--- src/rtl/seg_scan_pkg.sv ---
package seg_scan_pkg;

  // hexadecimal nibble to segment pattern, bit0=a .. bit6=g
  function automatic logic [6:0] hex_to_seg(input logic [3:0] nib);
    logic [6:0] s;
    case (nib)
      4'h0: s = 7'h3F;
      4'h1: s = 7'h06;
      4'h2: s = 7'h5B;
      4'h3: s = 7'h4F;
      4'h4: s = 7'h66;
      4'h5: s = 7'h6D;
      4'h6: s = 7'h7D;
      4'h7: s = 7'h07;
      4'h8: s = 7'h7F;
      4'h9: s = 7'h6F;
      4'hA: s = 7'h77;
      4'hB: s = 7'h7C;
      4'hC: s = 7'h39;
      4'hD: s = 7'h5E;
      4'hE: s = 7'h79;
      default: s = 7'h71;
    endcase
    return s;
  endfunction

  // unit glyph: one segment per mode code, code 3 dark
  function automatic logic [7:0] unit_glyph(input logic [1:0] mode);
    logic [7:0] g;
    case (mode)
      2'd0: g = 8'h01;
      2'd1: g = 8'h40;
      2'd2: g = 8'h08;
      default: g = 8'h00;
    endcase
    return g;
  endfunction

endpackage

--- src/rtl/seg_scan_rst_sync.sv ---
module seg_scan_rst_sync (
  input  logic clk,
  input  logic rst_n,
  output logic rst_sync_n
);
  logic [1:0] sync_q;

  always_ff @(posedge clk or negedge rst_n) begin
    if (!rst_n) sync_q <= 2'b00;
    else        sync_q <= {sync_q[0], 1'b1};
  end

  assign rst_sync_n = sync_q[1];
endmodule

--- src/rtl/seg_scan_tick.sv ---
module seg_scan_tick #(
  parameter int TICK_CYCLES = 100000
) (
  input  logic clk,
  input  logic rst_n,
  output logic tick_o
);
  localparam int CNTW = (TICK_CYCLES > 1) ? $clog2(TICK_CYCLES) : 1;

  logic [CNTW-1:0] cnt_q, cnt_d;
  logic            wrap;

  assign wrap = (cnt_q == CNTW'(TICK_CYCLES - 1));

  always_comb begin
    cnt_d = wrap ? '0 : cnt_q + 1'b1;
  end

  always_ff @(posedge clk or negedge rst_n) begin
    if (!rst_n) cnt_q <= '0;
    else        cnt_q <= cnt_d;
  end

  assign tick_o = wrap;
endmodule

--- src/rtl/seg_scan_encode.sv ---
module seg_scan_encode
  import seg_scan_pkg::*;
#(
  parameter int NUM_DIGITS = 5,
  localparam int SELW = $clog2(NUM_DIGITS + 1),
  localparam int VALW = NUM_DIGITS * 4
) (
  input  logic [SELW-1:0] pos_i,
  input  logic [VALW-1:0] val_i,
  input  logic [SELW-1:0] dp_i,
  input  logic [1:0]      mode_i,
  output logic [7:0]      seg_o
);
  logic [VALW-1:0] shifted;
  logic [SELW-1:0] rev_idx;
  int              shamt;

  always_comb begin
    rev_idx = SELW'(NUM_DIGITS - 1) - pos_i;
    shamt   = 4 * int'(rev_idx);
    shifted = val_i >> shamt;
    if (int'(pos_i) >= NUM_DIGITS) begin
      seg_o = unit_glyph(mode_i);
    end else begin
      seg_o = {(dp_i == rev_idx), hex_to_seg(shifted[3:0])};
    end
  end
endmodule

--- src/rtl/seg_scan_seq.sv ---
module seg_scan_seq #(
  parameter int NUM_DIGITS = 5,
  localparam int SELW = $clog2(NUM_DIGITS + 1),
  localparam int VALW = NUM_DIGITS * 4,
  localparam int LAST = NUM_DIGITS
) (
  input  logic            clk,
  input  logic            rst_n,
  input  logic            tick_i,
  input  logic [VALW-1:0] value_i,
  input  logic [SELW-1:0] dp_i,
  input  logic [1:0]      mode_i,
  output logic [7:0]      seg_o,
  output logic [SELW-1:0] sel_o,
  output logic            blank_o
);
  logic [SELW-1:0] pos_q, pos_d, pos_adv;
  logic            pend_q, pend_d;
  logic            blank_q, blank_d;
  logic [7:0]      seg_q, seg_d, seg_new;
  logic [VALW-1:0] val_q, val_d, val_src;
  logic [SELW-1:0] dp_q, dp_d, dp_src;
  logic [1:0]      mode_q, mode_d, mode_src;
  logic            load;

  assign pos_adv  = (pos_q == SELW'(LAST)) ? '0 : pos_q + 1'b1;
  assign load     = pend_q && (pos_adv == '0);
  assign val_src  = load ? value_i : val_q;
  assign dp_src   = load ? dp_i    : dp_q;
  assign mode_src = load ? mode_i  : mode_q;

  seg_scan_encode #(.NUM_DIGITS(NUM_DIGITS)) u_enc (
    .pos_i (pos_adv),
    .val_i (val_src),
    .dp_i  (dp_src),
    .mode_i(mode_src),
    .seg_o (seg_new)
  );

  always_comb begin
    pos_d   = pos_q;
    pend_d  = pend_q;
    blank_d = blank_q;
    seg_d   = seg_q;
    val_d   = val_src;
    dp_d    = dp_src;
    mode_d  = mode_src;
    if (tick_i) begin
      blank_d = 1'b1;
      seg_d   = '0;
      pend_d  = 1'b1;
    end else if (pend_q) begin
      pos_d   = pos_adv;
      blank_d = 1'b0;
      seg_d   = seg_new;
      pend_d  = 1'b0;
    end
  end

  always_ff @(posedge clk or negedge rst_n) begin
    if (!rst_n) begin
      pos_q   <= SELW'(LAST);
      pend_q  <= 1'b0;
      blank_q <= 1'b1;
      seg_q   <= '0;
      val_q   <= '0;
      dp_q    <= '0;
      mode_q  <= '0;
    end else begin
      pos_q   <= pos_d;
      pend_q  <= pend_d;
      blank_q <= blank_d;
      seg_q   <= seg_d;
      val_q   <= val_d;
      dp_q    <= dp_d;
      mode_q  <= mode_d;
    end
  end

  assign seg_o   = seg_q;
  assign sel_o   = pos_q;
  assign blank_o = blank_q;
endmodule

--- src/rtl/seg_scan_display.sv ---
module seg_scan_display #(
  parameter int TICK_CYCLES = 100000,
  parameter int NUM_DIGITS  = 5,
  localparam int SELW = $clog2(NUM_DIGITS + 1),
  localparam int VALW = NUM_DIGITS * 4
) (
  input  logic            clk,
  input  logic            rst_n,
  input  logic [VALW-1:0] value_i,
  input  logic [SELW-1:0] dp_idx_i,
  input  logic [1:0]      mode_i,
  output logic [7:0]      seg_o,
  output logic [SELW-1:0] sel_o,
  output logic            blank_o
);
  logic rst_int_n;
  logic tick;

  seg_scan_rst_sync u_rst (
    .clk       (clk),
    .rst_n     (rst_n),
    .rst_sync_n(rst_int_n)
  );

  seg_scan_tick #(.TICK_CYCLES(TICK_CYCLES)) u_tick (
    .clk   (clk),
    .rst_n (rst_int_n),
    .tick_o(tick)
  );

  seg_scan_seq #(.NUM_DIGITS(NUM_DIGITS)) u_seq (
    .clk    (clk),
    .rst_n  (rst_int_n),
    .tick_i (tick),
    .value_i(value_i),
    .dp_i   (dp_idx_i),
    .mode_i (mode_i),
    .seg_o  (seg_o),
    .sel_o  (sel_o),
    .blank_o(blank_o)
  );
endmodule

--- config.mk ---
export PLATFORM = sky130hd
export DESIGN_NAME = seg_scan_display
export DESIGN_NICKNAME = d
export VERILOG_FILES = /design/src/rtl/seg_scan_pkg.sv /design/src/rtl/seg_scan_rst_sync.sv /design/src/rtl/seg_scan_tick.sv /design/src/rtl/seg_scan_encode.sv /design/src/rtl/seg_scan_seq.sv /design/src/rtl/seg_scan_display.sv
export SDC_FILE = /design/constraint.sdc
export NUM_CORES = 1
export LEC_CHECK = 0
export BUFFER_PORTS_ARGS = -buffer_cell sky130_fd_sc_hd__clkbuf_2
export CORE_MARGIN = 2
export CORE_UTILIZATION = 60
export DETAILED_ROUTE_END_ITERATION = 8
export GPL_ROUTABILITY_DRIVEN = 1
export HOLD_SLACK_MARGIN = 0.03
export PLACE_DENSITY = 0.79
export SLEW_MARGIN = 0
export SYNTH_ARGS = -nofsm -noshare
export SYNTH_HDL_FRONTEND = slang
export SYNTH_SLANG_ARGS = --single-unit
export TNS_END_PERCENT = 30
--- constraint.sdc ---
create_clock -name clk -period 3.55 [get_ports clk]
set_clock_uncertainty 0.05 [all_clocks]
set_input_delay 0.71 -clock clk [delete_from_list [all_inputs] [get_ports clk]]
set_output_delay 0.71 -clock clk [all_outputs]
set_load 0.02 [all_outputs]
==> run_summary.xml, run 1 <==
<?xml version="1.0" encoding="UTF-8"?>
<metrics>
  <group name="global_routing">
    <metric name="antenna_found_initial" unit="">0</metric>
    <metric name="gr-usage-all-layers" unit="%">23.0</metric>
    <metric name="via_count_of_the_first_global_routing_pass" unit="">1986</metric>
    <metric name="global_route_wire_length_before_repair" unit="um">9230</metric>
    <metric name="grt_remaining_overflow" unit="">0</metric>
    <metric name="maximum_number_of_pins_on_one_net_before_global_route_repair" unit="">34</metric>
  </group>
  <group name="hold_path">
    <metric name="min-delay-path-class" unit="">primary input to async pin</metric>
  </group>
  <group name="power_and_ir_drop">
    <metric name="max-vdd-ir-drop" unit="V">0.000267</metric>
    <metric name="power_per_cell_area" unit="mW/mm^2">400</metric>
    <metric name="power" unit="W">0.00136</metric>
    <metric name="power.leakage" unit="nW">1.61</metric>
  </group>
  <group name="timing">
    <metric name="finalHoldViolations" unit="">0</metric>
    <metric name="setup-tns-final" unit="ns">0</metric>
    <metric name="period_needed" unit="ns">3.40</metric>
    <metric name="final_max_slew_viols" unit="">0</metric>
    <metric name="final_min_period_over_clock_period" unit="%">95.9</metric>
    <metric name="timing.slew.headroom" unit="%">46.9</metric>
    <metric name="fmaxAchievable" unit="MHz">294</metric>
    <metric name="rsz0062_at_grt" unit="">false</metric>
    <metric name="worstMarginPinSlew" unit="ns">0.788</metric>
    <metric name="report.final.setup_viol" unit="">0</metric>
  </group>
  <group name="cells_and_area">
    <metric name="n_fill_cell" unit="">337</metric>
    <metric name="regArea" unit="mm^2">0.00143</metric>
    <metric name="insertedDiodeCount" unit="">0</metric>
    <metric name="syn_to_final_growth" unit="%">17.5</metric>
    <metric name="multi_input_area" unit="mm^2">0.00139</metric>
    <metric name="final_net_count" unit="">345</metric>
    <metric name="fin_util" unit="%">72.5</metric>
    <metric name="commonest_cells_after_routing_fill_and_taps_aside" unit="">53 x sky130_fd_sc_hd__dfrtp_1, 38 x sky130_fd_sc_hd__clkbuf_2, 23 x sky130_fd_sc_hd__nor2_1</metric>
    <metric name="layout.cells.most_common" unit="">sky130_fd_sc_hd__dfrtp_1</metric>
    <metric name="layout-drive-gt1-share" unit="%">32.5</metric>
  </group>
  <group name="yosys">
    <metric name="proportion_of_synthesized_chip_area_in_sequential_cells" unit="%">49.4</metric>
    <metric name="synth_cells" unit="">260</metric>
    <metric name="postSynth.topFlopCell" unit="">sky130_fd_sc_hd__dfrtp_1</metric>
    <metric name="synth-warning-count" unit="">0</metric>
    <metric name="synth.cell_area" unit="mm^2">0.00290</metric>
    <metric name="synth_cell_types" unit="">52</metric>
    <metric name="net_count_after_synthesis" unit="">296</metric>
    <metric name="post_synth_main_area_contributors" unit="">sky130_fd_sc_hd__dfrtp_1 47%, sky130_fd_sc_hd__mux2_2 8.6%, sky130_fd_sc_hd__ha_1 3.9%</metric>
    <metric name="async_set_or_reset_flop_fraction_in_the_synthesized_netlist" unit="%">100</metric>
    <metric name="yosys_register_bits" unit="">57</metric>
    <metric name="postSynthAreaPerCell" unit="um^2">11.1</metric>
    <metric name="synth-edff-count" unit="">0</metric>
    <metric name="synthDominantCellAreaShare" unit="%">46.7</metric>
    <metric name="biggest_area_consumer_among_synthesized_cells" unit="">sky130_fd_sc_hd__dfrtp_1</metric>
  </group>
  <group name="cts">
    <metric name="clock_insertion_delay_worst_skew" unit="ns">0.34</metric>
    <metric name="cts_clk_pin_slew_worst_paths" unit="ns">0.06</metric>
    <metric name="cts_buffers" unit="">9</metric>
    <metric name="numClockSinks" unit="">57</metric>
    <metric name="total_of_hold_buffers_inserted_after_clock_tree_synthesis" unit="">0</metric>
    <metric name="cts.root.buffer_cell" unit="">sky130_fd_sc_hd__clkbuf_8</metric>
    <metric name="cts_max_level" unit="">3</metric>
    <metric name="clock_path_buffers" unit="">2</metric>
    <metric name="cts_tree" unit="">yes</metric>
  </group>
  <group name="drt">
    <metric name="vias_per_cell" unit="">5.73</metric>
    <metric name="dr.first_iter.drc_count" unit="">84</metric>
    <metric name="dr.pass1.iters" unit="">4</metric>
    <metric name="ant_nets" unit="">0</metric>
    <metric name="drc_viols" unit="">0</metric>
    <metric name="detailroute.via_count" unit="">2108</metric>
    <metric name="drt_wl_total" unit="um">5720</metric>
    <metric name="routed_wire_length_per_instance" unit="um">15.5</metric>
  </group>
  <group name="setup_path">
    <metric name="worstSetupEndpointType" unit="">register</metric>
    <metric name="crit-reg2reg-launch" unit="">u_seq.sel_o[0]</metric>
    <metric name="regToRegEndpoint" unit="">u_seq.seg_o[0]</metric>
    <metric name="timing.critical_path.from_type" unit="">register</metric>
    <metric name="critPathKind" unit="">register to register</metric>
    <metric name="timing.critical_path.required" unit="ns">3.74</metric>
    <metric name="timing.reg2reg.setup_slack" unit="ns">0.15</metric>
    <metric name="r2r.worst_path.cells" unit="">11</metric>
    <metric name="data_arrival_at_the_endpoint_of_the_critical_path" unit="ns">3.59</metric>
    <metric name="crit_fanout" unit="">7</metric>
  </group>
  <group name="run_status">
    <metric name="outcome" unit="">completed</metric>
  </group>
  <group name="floorplanning">
    <metric name="die_y" unit="um">73.5</metric>
    <metric name="die_span_x" unit="um">73.5</metric>
    <metric name="start_util" unit="%">61.7</metric>
    <metric name="fp.coreArea" unit="mm^2">0.00469</metric>
    <metric name="core.rowCount" unit="">25</metric>
    <metric name="design.die.area" unit="mm^2">0.00540</metric>
    <metric name="io_pins" unit="">39</metric>
  </group>
  <group name="placed_design">
    <metric name="port_buffers" unit="">38</metric>
    <metric name="gp_routability_congestion" unit="">0.882</metric>
    <metric name="detailed_placer_s_ending_hpwl" unit="um">3860</metric>
  </group>
  <group name="flow_run">
    <metric name="max_cap_violations" unit="">0</metric>
  </group>
</metrics>
cell families (layout without fill, tap and decap cells):
family	Yosys count	after routing	synth area share (%)
buf+inv	23	76	3.63
compound gates	41	41	10.4
other cells	1	1	0.130
fa+ha+maj	9	9	3.89
xor+xnor	18	18	5.45
flops	57	57	49.4
mux	33	33	13.4
simple gates	78	79	13.7
critical path, stage by stage (launching register included):
cell and delay, ns:
sky130_fd_sc_hd__dfstp_2 0.58, sky130_fd_sc_hd__mux2i_2 0.26, sky130_fd_sc_hd__ha_2 0.23, sky130_fd_sc_hd__ha_4 0.15
sky130_fd_sc_hd__nand2_4 0.09, sky130_fd_sc_hd__mux2_4 0.33, sky130_fd_sc_hd__mux4_2 0.49, sky130_fd_sc_hd__a32o_2 0.28
sky130_fd_sc_hd__ha_2 0.22, sky130_fd_sc_hd__nand3_1 0.10, sky130_fd_sc_hd__or4b_1 0.43, sky130_fd_sc_hd__o311ai_1 0.10
per-stage QoR:
step                cell area (um^2)  std cells  hold WS (ns)  setup slack (ns)
floorplan                       2910        260         0.281            -0.105
global placement                3140        347         0.195             0.153
detailed placement              3140        347         0.193           -0.0112
CTS                             3350        363        0.0844            0.0586
global route                    3400        368        0.0774            0.0283
finish                          3400        368        0.0965             0.147
how the worst max path moves through the flow:
stage	to	startpoint	slack (ns)	cells past startpoint
2_1_floorplan	u_seq.seg_o[0]	u_seq.sel_o[0]	-0.11	15
3_3_place_gp	u_seq.seg_o[0]	u_seq.sel_o[0]	0.15	11
3_5_place_dp	u_seq.seg_o[0]	u_seq.sel_o[0]	-0.01	11
4_1_cts	u_seq.seg_o[0]	u_seq.sel_o[0]	0.06	11
5_1_grt	u_seq.seg_o[0]	u_seq.sel_o[0]	0.03	11
6_report	u_seq.seg_o[0]	u_seq.sel_o[0]	0.15	11
synth_stat cells (3+ instances only):
cell                       number
sky130_fd_sc_hd__a21oi_1        4
sky130_fd_sc_hd__a31oi_1        4
sky130_fd_sc_hd__a32o_1         4
sky130_fd_sc_hd__buf_2          3
sky130_fd_sc_hd__clkbuf_1       6
sky130_fd_sc_hd__dfrtp_1       54
sky130_fd_sc_hd__dfstp_2        3
sky130_fd_sc_hd__ha_1           9
sky130_fd_sc_hd__inv_1         12
sky130_fd_sc_hd__mux2_2        22
sky130_fd_sc_hd__mux2i_1        8
sky130_fd_sc_hd__nand2_1       15
sky130_fd_sc_hd__nand2b_1       3
sky130_fd_sc_hd__nand3_1       14
sky130_fd_sc_hd__nand4_1        3
sky130_fd_sc_hd__nor2_1        23
sky130_fd_sc_hd__o21ai_0       12
sky130_fd_sc_hd__xnor2_1        9
sky130_fd_sc_hd__xor2_1         9
where the power goes:
part	internal, W	total [W]	switching, W
Sequential	0.000665	0.000675	0.00000934
Combinational	0.0000367	0.0000764	0.0000397
Clock	0.000360	0.000609	0.000249
state kept, by name, indices dropped and copies added, names as in the netlist:
signal         flops
u_seq.blank_o      1
u_seq.pend_q       1
u_seq.seg_o        8
u_seq.sel_o        3
u_tick.cnt_q      17
u_rst.sync_q       2
u_seq.mode_q       2
u_seq.dp_q         3
u_seq.val_q       20
per-layer routing:
| metal | global-route usage [%] | part of all wire [%] |
|---|---|---|
| met1 | 32.7 | 47 |
| met2 | 32.3 | 46 |
| met3 | 9.33 | 5.2 |
| met4 | 7.27 | 1.0 |
| met5 | 0 | 0 |
final cells by class:
cell class / instances / share of cell area (%)
sequential: 57 / 42.1
clock buffer: 13 / 4.67
tap: 54 / 1.99
timing repair buffer: 48 / 7.80
clock inverter: 3 / 1.18
inverter: 12 / 1.32
multi-input combinational: 181 / 41.0
what timing repair did:
item / CTS / global route
pin swaps: 0 / 1
resized for setup: 1 / 4
setup buffers: 0 / 4
gates cloned: 0 / 1
setup endpoints to repair: 1 / 5
No activity file was read; power rests on OpenSTA's default activity.
==> run 2, diff against run 1 <==
--- a/config.mk
+++ b/config.mk
@@ -5,13 +5,14 @@
 export SDC_FILE = /design/constraint.sdc
 export NUM_CORES = 1
 export LEC_CHECK = 0
+export ABC_AREA = 1
 export BUFFER_PORTS_ARGS = -buffer_cell sky130_fd_sc_hd__clkbuf_2
 export CORE_MARGIN = 2
 export CORE_UTILIZATION = 60
 export DETAILED_ROUTE_END_ITERATION = 8
 export GPL_ROUTABILITY_DRIVEN = 1
 export HOLD_SLACK_MARGIN = 0.03
-export PLACE_DENSITY = 0.79
+export PLACE_DENSITY = 0.8
 export SLEW_MARGIN = 0
 export SYNTH_ARGS = -nofsm -noshare
 export SYNTH_HDL_FRONTEND = slang
==> run_summary.xml, run 2 <==
<?xml version="1.0" encoding="UTF-8"?>
<metrics>
  <group name="power_and_ir_drop">
    <metric name="reported_net_switching_power" unit="W">0.000302</metric>
    <metric name="internal-power" unit="W">0.00113</metric>
    <metric name="power.switching_fraction" unit="%">21.0</metric>
    <metric name="power" unit="W">0.00144</metric>
    <metric name="power_per_cell_area" unit="mW/mm^2">397</metric>
    <metric name="max-vdd-ir-drop" unit="V">0.000289</metric>
    <metric name="pwr-share-seq" unit="%">45.9</metric>
    <metric name="power.leakage" unit="nW">1.92</metric>
    <metric name="power.share.clock" unit="%">51.6</metric>
    <metric name="power.combinational.fraction" unit="%">2.5</metric>
  </group>
  <group name="setup_path">
    <metric name="timing.critical_path.from_type" unit="">register</metric>
    <metric name="crit_path_max_incr_delay" unit="ns">0.59</metric>
    <metric name="data_arrival_at_the_endpoint_of_the_critical_path" unit="ns">3.36</metric>
    <metric name="path_common_cell" unit="">sky130_fd_sc_hd__nand2_1</metric>
    <metric name="worst_path_max_delay_cell" unit="">sky130_fd_sc_hd__dfstp_2</metric>
    <metric name="timing.critical_path.required" unit="ns">3.73</metric>
    <metric name="r2r.worst_path.cells" unit="">19</metric>
    <metric name="critical_path_depth" unit="">19</metric>
    <metric name="critical_path_buf_inv_count" unit="">3</metric>
    <metric name="worstSetupEndpointType" unit="">register</metric>
    <metric name="crit_fanout" unit="">16</metric>
    <metric name="crit_chain" unit="">o21a_1, nand2_1, ha_1, ha_2, nand2_4, buf_4, nand2_1, nand3_1, nand3_1, nand3_1, nand2_1, nand2_2, inv_2, ha_1, nand2_2, o21ai_0, inv_1, nand2_1, nand2_1</metric>
    <metric name="crit_path_leading_delay_family" unit="">simple AND/OR/NAND/NOR gates</metric>
    <metric name="critPathKind" unit="">register to register</metric>
  </group>
  <group name="timing">
    <metric name="final_min_period_over_clock_period" unit="%">89.7</metric>
    <metric name="report.final.setup_viol" unit="">0</metric>
    <metric name="worstMarginPinSlew" unit="ns">0.624</metric>
    <metric name="period_needed" unit="ns">3.18</metric>
    <metric name="setup-tns-final" unit="ns">0</metric>
    <metric name="final_max_slew_viols" unit="">0</metric>
    <metric name="timing.slew.headroom" unit="%">58.4</metric>
    <metric name="finalHoldViolations" unit="">0</metric>
    <metric name="fmaxAchievable" unit="MHz">314</metric>
    <metric name="rsz0062_at_grt" unit="">false</metric>
  </group>
  <group name="cts">
    <metric name="cts_buffers" unit="">9</metric>
    <metric name="cts_clk_pin_slew_worst_paths" unit="ns">0.07</metric>
    <metric name="cts.root.buffer_cell" unit="">sky130_fd_sc_hd__clkbuf_8</metric>
    <metric name="cts_max_level" unit="">3</metric>
    <metric name="cts_tree" unit="">yes</metric>
    <metric name="total_of_hold_buffers_inserted_after_clock_tree_synthesis" unit="">0</metric>
    <metric name="clock_insertion_delay_worst_skew" unit="ns">0.34</metric>
    <metric name="numClockSinks" unit="">57</metric>
    <metric name="clock_path_buffers" unit="">2</metric>
  </group>
  <group name="yosys">
    <metric name="synthDominantCellAreaShare" unit="%">43.2</metric>
    <metric name="synth_top_family_by_area" unit="">simple AND/OR/NAND/NOR gates</metric>
    <metric name="synth.cell_area" unit="mm^2">0.00313</metric>
    <metric name="synth_cells" unit="">391</metric>
    <metric name="compound_cell_area_share_of_the_yosys_netlist" unit="%">6.00</metric>
    <metric name="synth_xor_xnor_area_share" unit="%">3.08</metric>
    <metric name="post_synth_most_frequent_cells" unit="">132 x sky130_fd_sc_hd__nand2_1, 54 x sky130_fd_sc_hd__dfrtp_1, 37 x sky130_fd_sc_hd__inv_1, 31 x sky130_fd_sc_hd__nand3_1, 29 x sky130_fd_sc_hd__nor2_1</metric>
    <metric name="adder_and_majority_gate_portion_of_the_synthesized_area" unit="%">3.60</metric>
    <metric name="async_set_or_reset_flop_fraction_in_the_synthesized_netlist" unit="%">100</metric>
    <metric name="net_count_after_synthesis" unit="">427</metric>
    <metric name="synthMostInstantiatedCell" unit="">sky130_fd_sc_hd__nand2_1</metric>
    <metric name="synth_cell_types" unit="">34</metric>
    <metric name="post_synth_main_area_contributors" unit="">sky130_fd_sc_hd__dfrtp_1 43%, sky130_fd_sc_hd__nand2_1 16%, sky130_fd_sc_hd__nand3_1 5.0%</metric>
    <metric name="postSynth.topFlopCell" unit="">sky130_fd_sc_hd__dfrtp_1</metric>
    <metric name="yosys_register_bits" unit="">57</metric>
    <metric name="post_synth_mux_area_share" unit="%">0</metric>
    <metric name="synth-edff-count" unit="">0</metric>
    <metric name="biggest_area_consumer_among_synthesized_cells" unit="">sky130_fd_sc_hd__dfrtp_1</metric>
    <metric name="postSynthAreaPerCell" unit="um^2">8.00</metric>
    <metric name="proportion_of_synthesized_chip_area_in_sequential_cells" unit="%">45.7</metric>
    <metric name="yosys.area_share.simple" unit="%">33.9</metric>
    <metric name="synth-warning-count" unit="">0</metric>
  </group>
  <group name="placed_design">
    <metric name="port_buffers" unit="">38</metric>
    <metric name="detailed_placer_s_ending_hpwl" unit="um">4710</metric>
    <metric name="gp_routability_congestion" unit="">0.939</metric>
    <metric name="placed_area" unit="mm^2">0.00335</metric>
  </group>
  <group name="hold_path">
    <metric name="min-delay-path-class" unit="">primary input to async pin</metric>
  </group>
  <group name="drt">
    <metric name="detailroute.via_count" unit="">2653</metric>
    <metric name="ant_nets" unit="">0</metric>
    <metric name="vias_per_cell" unit="">5.18</metric>
    <metric name="dr.first_iter.drc_count" unit="">209</metric>
    <metric name="drc_viols" unit="">0</metric>
    <metric name="dr.pass1.iters" unit="">7</metric>
    <metric name="drt_wl_total" unit="um">6790</metric>
    <metric name="routed_wire_length_per_instance" unit="um">13.3</metric>
  </group>
  <group name="floorplanning">
    <metric name="design.die.area" unit="mm^2">0.00581</metric>
    <metric name="fp.coreArea" unit="mm^2">0.00507</metric>
    <metric name="io_pins" unit="">39</metric>
    <metric name="start_util" unit="%">61.7</metric>
    <metric name="die_y" unit="um">76.2</metric>
    <metric name="core.rowCount" unit="">26</metric>
    <metric name="die_span_x" unit="um">76.2</metric>
  </group>
  <group name="global_routing">
    <metric name="antenna_found_initial" unit="">0</metric>
    <metric name="global_route_wire_length_before_repair" unit="um">11800</metric>
    <metric name="maximum_number_of_pins_on_one_net_before_global_route_repair" unit="">30</metric>
    <metric name="grt_remaining_overflow" unit="">0</metric>
    <metric name="via_count_of_the_first_global_routing_pass" unit="">2603</metric>
    <metric name="gr-usage-all-layers" unit="%">25.7</metric>
  </group>
  <group name="cells_and_area">
    <metric name="n_fill_cell" unit="">416</metric>
    <metric name="largest_register_ff_count" unit="">20</metric>
    <metric name="insertedDiodeCount" unit="">0</metric>
    <metric name="layout.cells.most_common" unit="">sky130_fd_sc_hd__nand2_1</metric>
    <metric name="final_net_count" unit="">473</metric>
    <metric name="commonest_cells_after_routing_fill_and_taps_aside" unit="">132 x sky130_fd_sc_hd__nand2_1, 53 x sky130_fd_sc_hd__dfrtp_1, 38 x sky130_fd_sc_hd__clkbuf_2</metric>
    <metric name="finalInstanceArea" unit="mm^2">0.00361</metric>
    <metric name="largest_register" unit="">u_seq.val_q</metric>
    <metric name="layout-drive-gt1-share" unit="%">21.9</metric>
    <metric name="syn_to_final_growth" unit="%">15.5</metric>
  </group>
  <group name="flow_run">
    <metric name="max_cap_violations" unit="">0</metric>
  </group>
  <group name="run_status">
    <metric name="outcome" unit="">completed</metric>
  </group>
</metrics>
==> run 2: cell count changes after synthesis, moves of 7 or more <==
cell,previous run,this run
sky130_fd_sc_hd__mux2_2,22,0
sky130_fd_sc_hd__mux2i_1,8,0
sky130_fd_sc_hd__nand2_1,15,132
sky130_fd_sc_hd__a21oi_1,4,11
sky130_fd_sc_hd__inv_1,12,37
sky130_fd_sc_hd__nand2_2,1,11
sky130_fd_sc_hd__nand3_1,14,31
sky130_fd_sc_hd__xnor2_1,9,0
==> run 2: cell families (layout without fill, tap and decap cells) <==
logic type	Yosys count	count (layout)
and+or+nand+nor	233	233
DFF	57	57
buffers and inverters	49	100
AOI/OAI and AO/OA	31	31
xor gates and xnor gates	11	11
adders and majority gates	9	9
other	1	1
==> run 2: routing by layer <==
metal / wire length, um / share of wire, % / track usage [%] / up-vias
met5: 0 / 0 / 0 / -
met4: 162 / 2.4 / 11.3 / 0
met3: 394 / 5.8 / 5.69 / 16
met2: 3020 / 44 / 37.7 / 83
met1: 3210 / 47 / 37.0 / 1229
li1: - / - / - / 1325
==> run 2: area by class of cell <==
class | count | area [um^2] | area share, %
clock buffer | 9 | 124 | 3.43
clock inverter | 7 | 119 | 3.29
inverter | 41 | 159 | 4.40
multi-input combinational | 285 | 1470 | 40.5
sequential | 57 | 1430 | 39.6
tap | 70 | 87.6 | 2.42
timing repair buffer | 43 | 228 | 6.30
==> run 2: worst register-to-register path: cells and delay by family, from the launching register on <==
family	cells	cell delay, ns
adders and majority gates	3	0.69
DFF	1	0.59
buffers and inverters	3	0.41
and+or+nand+nor	11	0.99
AOI/OAI and AO/OA	2	0.33
==> run 2: final timing paths <==
kind | end | start | slack, ns
max | u_seq.seg_o[1] | u_seq.sel_o[0] | 0.37
min | u_rst.sync_q[0] | rst_n | 0.08
max reg2reg | u_seq.seg_o[1] | u_seq.sel_o[0] | 0.37
min reg2reg | u_seq.seg_o[5] | u_rst.sync_q[1] | 0.24
max in group asynchronous | u_seq.sel_o[0] | u_rst.sync_q[1] | 2.38
min in group clk | u_rst.sync_q[1] | u_rst.sync_q[0] | 0.30
==> run 2: power groups by stage <==
stage	Sequential (W)	Combinational, W	Clock, W
final	0.000659	0.0000357	0.000741
after global routing	0.000660	0.0000405	0.000776
after CTS	0.000659	0.0000361	0.000749
after detailed placement	0.000672	0.0000352	0
after global placement	0.000671	0.0000351	0
after floorplan	0.000674	0.0000111	0
==> run 2: metrics by stage <==
step / std cells / worst slack (ns) / hold WS, ns / util, %
floorplan: 391 / 0.669 / 0.281 / -
global placement: 494 / 0.368 / 0.250 / 66.0
detailed placement: 494 / 0.256 / 0.264 / 66.0
CTS: 510 / 0.103 / 0.0746 / 70.8
global route: 512 / 0.0765 / 0.0741 / 71.2
finish: 512 / 0.366 / 0.0810 / 71.2
==> run 2: repair_timing <==
action | 4_1_cts | 5_1_grt
endpoints found under the setup margin | 0 | 5
buffers inserted | 0 | 2
endpoints found under the hold margin | 0 | 0
resized for setup | 0 | 4
==> run 3, diff against run 2 <==
--- a/config.mk
+++ b/config.mk
@@ -13,6 +13,7 @@
 export GPL_ROUTABILITY_DRIVEN = 1
 export HOLD_SLACK_MARGIN = 0.03
 export PLACE_DENSITY = 0.8
+export RECOVER_POWER = 100
 export SLEW_MARGIN = 0
 export SYNTH_ARGS = -nofsm -noshare
 export SYNTH_HDL_FRONTEND = slang
==> run_summary.xml, run 3 (synthesis results as in run 2) <==
<?xml version="1.0" encoding="UTF-8"?>
<metrics>
  <group name="global_routing">
    <metric name="maximum_number_of_pins_on_one_net_before_global_route_repair" unit="">30</metric>
    <metric name="gr-usage-all-layers" unit="%">25.7</metric>
    <metric name="global_route_wire_length_before_repair" unit="um">11800</metric>
    <metric name="grt_remaining_overflow" unit="">0</metric>
    <metric name="antenna_found_initial" unit="">0</metric>
    <metric name="via_count_of_the_first_global_routing_pass" unit="">2603</metric>
  </group>
  <group name="placed_design">
    <metric name="gp_routability_congestion" unit="">0.939</metric>
    <metric name="detailedPlace.worstSlack" unit="ns">0.256</metric>
    <metric name="placed_area" unit="mm^2">0.00335</metric>
    <metric name="detailed_placer_s_ending_hpwl" unit="um">4710</metric>
    <metric name="port_buffers" unit="">38</metric>
  </group>
  <group name="setup_path">
    <metric name="critPathKind" unit="">register to register</metric>
    <metric name="crit_path_max_incr_delay" unit="ns">0.59</metric>
    <metric name="crit_fanout" unit="">18</metric>
    <metric name="worst_path_max_delay_cell" unit="">sky130_fd_sc_hd__dfstp_2</metric>
    <metric name="crit_chain" unit="">nand2_1, o21a_1, nand2_1, ha_1, ha_2, nand2_4, inv_6, nand2_1, nand2_1, nand2_1, nand2_1, inv_1, nand2_1, nand2_1, nand2_2, inv_1, ha_1, nand2_1, o21ai_0, inv_1, nand2_1, nand2_1</metric>
    <metric name="timing.critical_path.required" unit="ns">3.72</metric>
    <metric name="data_arrival_at_the_endpoint_of_the_critical_path" unit="ns">3.35</metric>
    <metric name="timing.critical_path.from_type" unit="">register</metric>
    <metric name="path_common_cell" unit="">sky130_fd_sc_hd__nand2_1</metric>
    <metric name="worstSetupEndpointType" unit="">register</metric>
  </group>
  <group name="drt">
    <metric name="wl_met1" unit="um">3210</metric>
    <metric name="met3_wirelength" unit="um">350</metric>
    <metric name="routed.top_layer" unit="">met4</metric>
    <metric name="drt_wl_total" unit="um">6730</metric>
    <metric name="vias_per_cell" unit="">5.16</metric>
    <metric name="ant_nets" unit="">0</metric>
    <metric name="drc_viols" unit="">0</metric>
    <metric name="dr.pass1.iters" unit="">4</metric>
    <metric name="routed_wire_length_per_instance" unit="um">13.1</metric>
    <metric name="dr.first_iter.drc_count" unit="">239</metric>
    <metric name="detailroute.via_count" unit="">2640</metric>
    <metric name="met2RoutedLength" unit="um">3020</metric>
  </group>
  <group name="hold_path">
    <metric name="min-delay-path-class" unit="">primary input to async pin</metric>
  </group>
  <group name="timing">
    <metric name="rsz0062_at_grt" unit="">false</metric>
    <metric name="timing.slew.headroom" unit="%">4.59</metric>
    <metric name="worstMarginPinSlew" unit="ns">1.43</metric>
    <metric name="period_needed" unit="ns">3.18</metric>
    <metric name="report.final.setup_viol" unit="">0</metric>
    <metric name="final_min_period_over_clock_period" unit="%">89.5</metric>
    <metric name="finalHoldViolations" unit="">0</metric>
    <metric name="post-route-worst-setup-slack" unit="ns">0.374</metric>
    <metric name="final_max_slew_viols" unit="">0</metric>
    <metric name="setup-tns-final" unit="ns">0</metric>
    <metric name="fmaxAchievable" unit="MHz">315</metric>
  </group>
  <group name="cells_and_area">
    <metric name="regArea" unit="mm^2">0.00143</metric>
    <metric name="layout-drive-gt1-share" unit="%">17.0</metric>
    <metric name="multi_input_area" unit="mm^2">0.00144</metric>
    <metric name="commonest_cells_after_routing_fill_and_taps_aside" unit="">135 x sky130_fd_sc_hd__nand2_1, 54 x sky130_fd_sc_hd__dfrtp_1, 37 x sky130_fd_sc_hd__inv_1</metric>
    <metric name="fin_util" unit="%">70.2</metric>
    <metric name="layout.cells.most_common" unit="">sky130_fd_sc_hd__nand2_1</metric>
    <metric name="largest_register" unit="">u_seq.val_q</metric>
    <metric name="n_fill_cell" unit="">429</metric>
    <metric name="syn_to_final_growth" unit="%">13.9</metric>
    <metric name="largest_register_ff_count" unit="">20</metric>
    <metric name="insertedDiodeCount" unit="">0</metric>
    <metric name="finalInstanceArea" unit="mm^2">0.00356</metric>
    <metric name="final_net_count" unit="">473</metric>
  </group>
  <group name="power_and_ir_drop">
    <metric name="power.share.clock" unit="%">51.5</metric>
    <metric name="reported_net_switching_power" unit="W">0.000299</metric>
    <metric name="internal-power" unit="W">0.00113</metric>
    <metric name="pwr-share-seq" unit="%">46.0</metric>
    <metric name="power.combinational.fraction" unit="%">2.4</metric>
    <metric name="power_per_cell_area" unit="mW/mm^2">402</metric>
    <metric name="max-vdd-ir-drop" unit="V">0.000288</metric>
    <metric name="power.switching_fraction" unit="%">20.9</metric>
    <metric name="power.leakage" unit="nW">1.87</metric>
  </group>
  <group name="cts">
    <metric name="numClockSinks" unit="">57</metric>
    <metric name="cts.root.buffer_cell" unit="">sky130_fd_sc_hd__clkbuf_8</metric>
    <metric name="cts_buffers" unit="">9</metric>
    <metric name="clock_path_buffers" unit="">2</metric>
    <metric name="cts_clk_pin_slew_worst_paths" unit="ns">0.07</metric>
    <metric name="cts_max_level" unit="">3</metric>
    <metric name="total_of_hold_buffers_inserted_after_clock_tree_synthesis" unit="">0</metric>
    <metric name="cts_tree" unit="">yes</metric>
    <metric name="clock_insertion_delay_worst_skew" unit="ns">0.34</metric>
  </group>
  <group name="floorplanning">
    <metric name="io_pins" unit="">39</metric>
    <metric name="fp.coreArea" unit="mm^2">0.00507</metric>
    <metric name="core.rowCount" unit="">26</metric>
    <metric name="die_span_x" unit="um">76.2</metric>
    <metric name="die_y" unit="um">76.2</metric>
    <metric name="design.die.area" unit="mm^2">0.00581</metric>
    <metric name="start_util" unit="%">61.7</metric>
  </group>
  <group name="run_status">
    <metric name="outcome" unit="">completed</metric>
  </group>
  <group name="flow_run">
    <metric name="max_cap_violations" unit="">0</metric>
  </group>
</metrics>
run 3: changes by cell type in the layout (fill, tap and decap cells not counted), moves of 2 or more:
| cell | change |
|---|---|
| sky130_fd_sc_hd__nor3_1 | +2 |
| sky130_fd_sc_hd__o21ai_0 | +3 |
| sky130_fd_sc_hd__o21ai_1 | -3 |
| sky130_fd_sc_hd__clkbuf_1 | +14 |
| sky130_fd_sc_hd__nand2_2 | -3 |
| sky130_fd_sc_hd__clkbuf_2 | -13 |
| sky130_fd_sc_hd__nor3_2 | -2 |
| sky130_fd_sc_hd__nand2_1 | +3 |
run 3: path summary, 6_finish.rpt:
check	start	to	slack, ns	cells after the start
worst min register to register	u_rst.sync_q[0]	u_rst.sync_q[1]	0.30	0
worst max register to register	u_seq.sel_o[0]	u_seq.seg_o[1]	0.37	22
min in group clk	u_rst.sync_q[0]	u_rst.sync_q[1]	0.30	0
worst min-delay path	rst_n	u_rst.sync_q[0]	0.09	1
max in group asynchronous	u_rst.sync_q[1]	u_seq.val_q[12]	1.13	1
worst max-delay path	u_seq.sel_o[0]	u_seq.seg_o[1]	0.37	22
run 3: power groups by stage:
stage	Sequential (W)	Combinational, W	Clock (W)
floorplan	0.000674	0.0000111	0
global placement	0.000671	0.0000351	0
detailed placement	0.000672	0.0000352	0
CTS	0.000659	0.0000361	0.000749
global route	0.000660	0.0000396	0.000776
finish	0.000659	0.0000349	0.000738
run 3: per-stage QoR:
| stage | hold WS [ns] | std cells | power, W |
|---|---|---|---|
| after floorplan | 0.281 | 391 | 0.000685 |
| after global placement | 0.250 | 494 | 0.000707 |
| after detailed placement | 0.264 | 494 | 0.000707 |
| after CTS | 0.0746 | 510 | 0.00144 |
| after global routing | 0.0806 | 512 | 0.00148 |
| final | 0.0863 | 512 | 0.00143 |
run 3: layout make-up:
type                    count  share of cell area, %
repair buffers             43                   5.83
multi-input cells         285                   40.3
flip-flops and latches     57                   40.1
well taps                  70                   2.46
clock buffers               9                   3.47
inverters                  41                   4.46
clock inverters             7                   3.33
run 3: per-layer routing:
metal	vias to the layer above	global-route usage, %
li1	1324	-
met1	1222	37.0
met2	79	37.7
met3	15	5.69
met4	0	11.3
met5	-	0
run 3: repair_timing:
| item | CTS | global route |
|---|---|---|
| endpoints found under the setup margin | 0 | 5 |
| resized for setup | 0 | 4 |
| setup buffers | 0 | 2 |
run 3: critical path: cells and delay by family, from the launching register on:
| family | cells | cell delay, ns |
|---|---|---|
| fa+ha+maj | 3 | 0.67 |
| compound gates | 2 | 0.29 |
| flops | 1 | 0.59 |
| simple gates | 13 | 1.04 |
| buf+inv | 4 | 0.39 |
